--- config.mk ---
export PLATFORM = sky130hd
export DESIGN_NAME = src_pending_bank
export DESIGN_NICKNAME = d
export VERILOG_FILES = /design/src/rtl/trig_pkg.sv /design/src/rtl/trig_eval.sv /design/src/rtl/trig_slice.sv /design/src/rtl/src_pending_bank.sv
export SDC_FILE = /design/constraint.sdc
export NUM_CORES = 1
export LEC_CHECK = 0
export BUFFER_PORTS_ARGS = -buffer_cell sky130_fd_sc_hd__buf_2
export CAP_MARGIN = 20
export CORE_AREA = 2 2 243 245
export DETAILED_ROUTE_END_ITERATION = 16
export DIE_AREA = 0 0 245 247
export MAX_ROUTING_LAYER = met4
export PLACE_DENSITY_LB_ADDON = 0.12
export SLEW_MARGIN = 25
export SYNTH_ARGS = -nofsm -noshare
export SYNTH_HDL_FRONTEND = slang
export SYNTH_SLANG_ARGS = --single-unit
--- constraint.sdc ---
create_clock -name clk -period 10.65 [get_ports clk]
set_input_delay 0.5325 -clock clk [delete_from_list [all_inputs] [get_ports clk]]
set_output_delay 0.5325 -clock clk [all_outputs]
set_load 0.02 [all_outputs]
--- src/rtl/trig_pkg.sv ---
package trig_pkg;
  typedef enum logic [2:0] {
    MODE_OFF    = 3'd0,
    MODE_DETACH = 3'd1,
    MODE_RSV_A  = 3'd2,
    MODE_RSV_B  = 3'd3,
    MODE_RISE   = 3'd4,
    MODE_FALL   = 3'd5,
    MODE_HIGH   = 3'd6,
    MODE_LOW    = 3'd7
  } trig_mode_e;

  typedef struct packed {
    logic fire;
    logic bad;
  } trig_res_t;

  localparam int unsigned MODE_W = 3;
endpackage

--- src/rtl/trig_eval.sv ---
module trig_eval
  import trig_pkg::*;
(
  input  logic [MODE_W-1:0] mode,
  input  logic              cur,
  input  logic              prev,
  output trig_res_t         res
);
  trig_mode_e mode_e;
  assign mode_e = trig_mode_e'(mode);

  always_comb begin
    res = '0;
    unique case (mode_e)
      MODE_RISE:              res.fire = cur & ~prev;
      MODE_FALL:              res.fire = ~cur & prev;
      MODE_HIGH:              res.fire = cur;
      MODE_LOW:               res.fire = ~cur;
      MODE_RSV_A, MODE_RSV_B: res.bad  = 1'b1;
      default:                res      = '0;
    endcase
  end
endmodule

--- src/rtl/trig_slice.sv ---
module trig_slice
  import trig_pkg::*;
(
  input  logic              clk,
  input  logic              rst_n,
  input  logic              glb_en,
  input  logic              line,
  input  logic [MODE_W-1:0] mode,
  input  logic              deleg,
  input  logic              en,
  input  logic              clr,
  output logic              pend,
  output logic              notify,
  output logic              err
);
  trig_res_t res;
  logic      live;
  logic      pend_q, pend_d;
  logic      prev_q;
  logic      notify_q, notify_d;
  logic      err_q, err_d;

  trig_eval u_eval (
    .mode (mode),
    .cur  (line),
    .prev (prev_q),
    .res  (res)
  );

  always_comb begin
    live     = glb_en & ~deleg;
    pend_d   = (pend_q & ~clr) | (live & res.fire);
    notify_d = live & res.fire & en;
    err_d    = live & res.bad;
  end

  always_ff @(posedge clk or negedge rst_n) begin
    if (!rst_n) begin
      pend_q   <= 1'b0;
      notify_q <= 1'b0;
      err_q    <= 1'b0;
    end else begin
      pend_q   <= pend_d;
      notify_q <= notify_d;
      err_q    <= err_d;
    end
  end

  always_ff @(posedge clk or negedge rst_n) begin
    if (!rst_n) begin
      prev_q <= 1'b0;
    end else if (live) begin
      prev_q <= line;
    end
  end

  assign pend   = pend_q;
  assign notify = notify_q;
  assign err    = err_q;

  assert_frozen_R2: assert property (@(posedge clk) disable iff (!rst_n)
    (!glb_en && !clr) |=> ($stable(pend_q) && $stable(prev_q) && !notify_q && !err_q));

  assert_deleg_R3: assert property (@(posedge clk) disable iff (!rst_n)
    (deleg && !clr) |=> ($stable(pend_q) && $stable(prev_q) && !notify_q && !err_q));

  assert_quiet_R6: assert property (@(posedge clk) disable iff (!rst_n)
    ((mode == MODE_OFF || mode == MODE_DETACH) && !pend_q) |=> (!pend_q && !err_q));

  assert_err_R7: assert property (@(posedge clk) disable iff (!rst_n)
    err_q |-> ($past(mode[2:1]) == 2'b01));

  assert_notify_R9: assert property (@(posedge clk) disable iff (!rst_n)
    notify_q |-> pend_q);

  assert_clear_R10: assert property (@(posedge clk) disable iff (!rst_n)
    (clr && !live) |=> !pend_q);
endmodule

--- src/rtl/src_pending_bank.sv ---
module src_pending_bank
  import trig_pkg::*;
#(
  parameter int unsigned NSRC = 63
) (
  input  logic                   clk,
  input  logic                   rst_n,
  input  logic                   glb_en,
  input  logic [NSRC-1:0]        line_in,
  input  logic [MODE_W*NSRC-1:0] mode_cfg,
  input  logic [NSRC-1:0]        deleg_cfg,
  input  logic [NSRC-1:0]        enable_cfg,
  input  logic [NSRC-1:0]        clr_pend,
  output logic [NSRC-1:0]        pend_out,
  output logic [NSRC-1:0]        notify_out,
  output logic [NSRC-1:0]        mode_err_out
);
  localparam int unsigned SYNC_STAGES = 2;

  logic [SYNC_STAGES-1:0] rst_pipe;
  logic                   rst_int_n;

  always_ff @(posedge clk or negedge rst_n) begin
    if (!rst_n) begin
      rst_pipe <= '0;
    end else begin
      rst_pipe <= {rst_pipe[SYNC_STAGES-2:0], 1'b1};
    end
  end
  assign rst_int_n = rst_pipe[SYNC_STAGES-1];

  for (genvar i = 0; i < NSRC; i++) begin : g_src
    trig_slice u_slice (
      .clk    (clk),
      .rst_n  (rst_int_n),
      .glb_en (glb_en),
      .line   (line_in[i]),
      .mode   (mode_cfg[MODE_W*i +: MODE_W]),
      .deleg  (deleg_cfg[i]),
      .en     (enable_cfg[i]),
      .clr    (clr_pend[i]),
      .pend   (pend_out[i]),
      .notify (notify_out[i]),
      .err    (mode_err_out[i])
    );
  end

  assert_rst_R1: assert property (@(posedge clk)
    !rst_int_n |=> (pend_out == '0 || rst_int_n));
endmodule

Yosys cells after proc, flatten, opt, wreduce, memory -nomap -nowiden. Index checks and enable logic that the tools add are counted.

Logic and storage cells: 1576. Input bits: 444. Bits in registers: 254.

Eq/ne operators: 378. Muxes and demuxes: 126. Bitwise gates (word level): 756. Reductions and logical operators: 63.

Operators with widths (count): == test 3 bit (second input constant) (252); bitwise AND 1 bit (441); == test 3 x 2 -> 1 bit (second input constant) (126); NOT 1 bit (252); case mux 1 bit (4 select lines) (63); OR reduction 2 bit (63); two-way mux 1 bit (63); bitwise OR 1 bit (63).

Longest topological paths before layout.
Word-level depth: 5. Gate-level depth with buffers: 5. Mapped depth without buffers: 3.

Modules after synthesis. Synthesis repeated with hierarchy kept, for this count alone.

Cell total of the unflattened synthesis: 1011. Area, all modules: 12192.9 um^2.

Modules (own cells, without submodules): trig_slice (instances 63, area each 157.7 um^2, cells an instance 10); trig_eval (instances 63, area each 35.0 um^2, cells an instance 6); src_pending_bank (instances 1, area each 53.8 um^2, cells an instance 3).

Worst setup path after synthesis. Ideal clock, no wire load.

Kind: in2reg. Start: in glb_en. End: reg g_src[16].u_slice.prev_q. Arrival: 1.247 ns. Slack: 9.278 ns. Stages on the path: 4. Library setup time: 0.125 ns. Required time: 10.525 ns. Cell sequence: buf_6 clkbuf_4 nand2b_2 mux2_2.

Cells in the longest elaborated chain, start to end: 1.

RTL lines: start: declaration (RTL line src_pending_bank.sv:8) `input logic glb_en,`; bitwise AND 1 bit (RTL line trig_slice.sv:31) `live = glb_en & ~deleg;`; end signal: assignment (RTL line trig_slice.sv:53) `prev_q <= line;`; end: declaration (RTL line trig_slice.sv:19) `logic prev_q;`.

No other way between the ends. A chain may end at the register's enable or synchronous reset.

==> results.md <==
- Number of CTS-inserted buffers: 35
- Die Height: 247 microns
- Setup-failing EPs final: 0
- Routed WL: 43830 microns
- Total power: 2596 uW
- Wire length on met3: between 3000 and 4000 microns
- Clock skew: 17.16 ps
- DRC: 0
- Antenna Nets Post-Route: 0
- Final worst-path cycle share: 22.39%
- Outcome: finished clean
- VDD IR max: 0.08129 mV
- Global-route wire length before repair: between 60000 and 70000 microns
- Worst hold start: mode_cfg[53]
- Mapped Nets: 1594
- Router iterations before antenna repair: 6
- Reg2reg start: rst_pipe[1]$_DFF_PN0_
- Top Metal Used: met4
- Tmin final: 2384 ps
- Power Density: 153.8 nW/um^2
- H-tree Lvls: 2
- DR vias/cell: 4.092
- Max Cap Viol: 0
- Synth Cell Area: 13040 sq um
- Slew margin rel.: between 30% and 40%
- Worst-Margin Slew: ~970 ps
- Register area share after synthesis: 48.73%
- Metal1 wirelength: 15850 microns
- Seq cells post-synth: 254
- Count of different cell masters after synthesis: 27
- Fmax: 419.4 MHz
- Final Hold Fails: 0
- All-Layer GR Usage: 14.53%
- Initial Util: 22.40%
- Clock Path Buffers: 3
- Sw Ratio: 25.33%
- Top FF cell, synth: dfrtp_1
- R2r setup slk: between 8000 and 9000 ps
- Std-Cell Rows: 89
- Total clock sinks: around 250
- Leakage: 0.008173 uW
- Hold EP: g_src[17].u_slice.err$_DFF_PN0_
- Syn_area_per_cell: 11.34 sq um
- First DRT Iteration DRCs: 244
- Total grt overflow: 0
- Vias in the first global route: 10770
- Cells after synthesis: 1150
- Sequential power share: 41.0%
- Met2 wire length: 23330 microns
- CP Capture Type: asynchronous set/reset pin
- Combinational power share: 13.8%
- Initial antenna violation count: 17
- Warnings from Yosys: 0
- Max Transition Viols Final: 0
- Classification of the worst setup path: register to asynchronous set/reset pin
- Worst hold path depth: 2
- Worst Path Max Fanout: 68
- Clk_lat worst skew: 530 ps
- Core area: 58240 sq um
- HP Class: input port to register
- Util after Layout: 28.98%
- Via count: 9964
- CP Launch Type: register
- NumNets Final: 2066
- Top Ports: approximately 630
- Clk pwr share: 45.2%
- R2R cell count: 2
- Die Footprint: just over 60000 sq um
- Fraction of registers with async set/reset: 100.0%
- Share of layout cells above drive strength 1: between 50% and 60%
- Post-DP HPWL: 35500 microns
- Internal power: 1938 uW
- Die X: 245 microns
- Data required, critical path: 11170 ps
- RSZ-0062 raised after global routing: false
- P_sw: 657.6 uW
- Post-synth EDFFs: 0
- Critical path arrival: 2910 ps
- Setup bufs post-CTS: 0
- WL/cell: 18.00 microns
- Largest net degree at the start of global routing: 72
- Clock Pin Slew Worst Setup and Hold Paths: approximately 50 ps
- Placer congestion estimate: 0.8658
- CTS root buffer: clkbuf_16
- Final TNS setup: 0 ps
- CTS tree: yes
- Port Buf Inserts: 632
- Synth-to-Final Area Change: 29.38%
- Reg2Reg Capture Point: g_src[7].u_slice.err$_DFF_PN0_
-- cell families after synthesis --
kind of cell	share of synthesized area, %
AOI/OAI and AO/OA	11.14
xor gates and xnor gates	0.5372
buffers and inverters	13.76
DFF	48.73
muxes	5.439
other	0.02875
and+or+nand+nor	20.37
-- synth_stat cells (4+ instances only) --
library cell | number | area (sq um)
a22oi_1 | 55 | 412.9
a2bb2oi_1 | 4 | 35.03
and2b_1 | 8 | 60.06
and3b_1 | 8 | 70.07
buf_4 | 189 | 1419
buf_6 | 8 | 90.09
clkbuf_4 | 5 | 37.54
dfrtp_1 | 254 | 6356
inv_1 | 66 | 247.7
mux2_1 | 7 | 78.83
mux2_2 | 56 | 630.6
nand2_1 | 4 | 15.01
nand2b_1 | 65 | 406.6
nand2b_2 | 50 | 437.9
nand3b_1 | 56 | 420.4
nor2b_1 | 60 | 375.4
nor3b_1 | 114 | 855.8
o2111ai_1 | 4 | 35.03
o21ai_0 | 9 | 45.04
o21ba_2 | 55 | 550.5
o22ai_1 | 59 | 369.1
xor2_1 | 5 | 43.79
-- worst max-delay path, cell delays in order (launching register included) --
cell and delay, ps:
dfrtp_4 890, buf_6 600, buf_4 760
-- cells in the final DEF (no fill, tap or decap), types with 2 or more instances in the layout --
| cell type | Yosys | layout |
|---|---|---|
| buf_2 | 0 | 631 |
| dfrtp_1 | 254 | 253 |
| nor3b_1 | 114 | 114 |
| inv_1 | 66 | 66 |
| nand2b_1 | 65 | 65 |
| nor2b_1 | 60 | 60 |
| o22ai_1 | 59 | 59 |
| nand3b_1 | 56 | 56 |
| mux2_2 | 56 | 56 |
| o21ba_2 | 55 | 55 |
| a22oi_1 | 55 | 55 |
| nand2b_2 | 50 | 50 |
| clkbuf_16 | 0 | 37 |
| diode_2 | 0 | 18 |
| clkbuf_8 | 0 | 11 |
| o21ai_0 | 9 | 9 |
| clkbuf_1 | 0 | 9 |
| and2b_1 | 8 | 8 |
| and3b_1 | 8 | 8 |
| mux2_1 | 7 | 7 |
| xor2_1 | 5 | 5 |
| o2111ai_1 | 4 | 4 |
| a2bb2oi_1 | 4 | 4 |
| nand2_1 | 4 | 4 |
| xnor2_1 | 3 | 3 |
| nor2_1 | 3 | 3 |
| buf_6 | 8 | 3 |
| buf_4 | 189 | 2 |
-- what timing repair did --
| item | in CTS | in global routing |
|---|---|---|
| gates resized for setup | 0 | 0 |
| hold buffers | 1 | 0 |
| hold endpoints to repair | 2 | 0 |
-- how the worst max path moves through the flow --
stage	endpoint	start	slack (ps)	cells after the start
6_report	g_src[7].u_slice.err$_DFF_PN0_	rst_pipe[1]$_DFF_PN0_	8270	2
3_3_place_gp	g_src[35].u_slice.notify$_DFF_PN0_	rst_pipe[1]$_DFF_PN0_	7830	2
3_5_place_dp	g_src[35].u_slice.notify$_DFF_PN0_	rst_pipe[1]$_DFF_PN0_	7770	2
2_1_floorplan	g_src[0].u_slice.err$_DFF_PN0_	rst_pipe[1]$_DFF_PN0_	3050	0
4_1_cts	g_src[42].u_slice.notify$_DFF_PN0_	rst_pipe[1]$_DFF_PN0_	7780	2
5_1_grt	g_src[42].u_slice.notify$_DFF_PN0_	rst_pipe[1]$_DFF_PN0_	7830	2
-- registers in the layout (all words and copies together) (netlist names) --
name / flops
g_src.u_slice.err: 63
rst_pipe: 2
g_src.u_slice.notify: 63
g_src.u_slice.pend: 63
g_src.u_slice.prev_q: 63
-- stage by stage --
stage                     instance area, sq um  cells  hold slack, ps  setup WS (ps)
after floorplan                          13040   1150           236.9           3047
after global placement                   15670   2357           322.7           7825
after detailed placement                 15670   2357           330.2           7774
after CTS                                16820   2417           129.8           7777
after global routing                     16870   2434           131.9           7826
final                                    16880   2435           174.9           8266
-- area by class of cell --
| class | instances | area, sq um |
|---|---|---|
| Multi-Input combinational cell | 628 | 4893 |
| Tap cell | 773 | 967.2 |
| Clock inverter | 2 | 35.03 |
| Timing Repair Buffer | 637 | 3217 |
| Sequential cell | 254 | 6360 |
| Fill cell | 6175 | 41360 |
| Clock buffer | 57 | 1111 |
| Inverter | 66 | 247.7 |
| Antenna cell | 18 | 45.04 |
-- power groups by stage --
stage / Clock (uW) / Sequential (uW) / Combinational [uW]
floorplan: 0 / 1080 / 226
global placement: 0 / 1080 / 361
detailed placement: 0 / 1080 / 363
CTS: 1220 / 1060 / 365
global route: 1270 / 1070 / 397
finish: 1170 / 1060 / 357
-- routing by layer --
metal,GRT usage [%],vias up
met3,5.644,52
met1,14.61,4795
li1,-,4776
met4,3.443,0
met2,26.39,341
met5,-,-
Power figures use the tool's default switching activity.
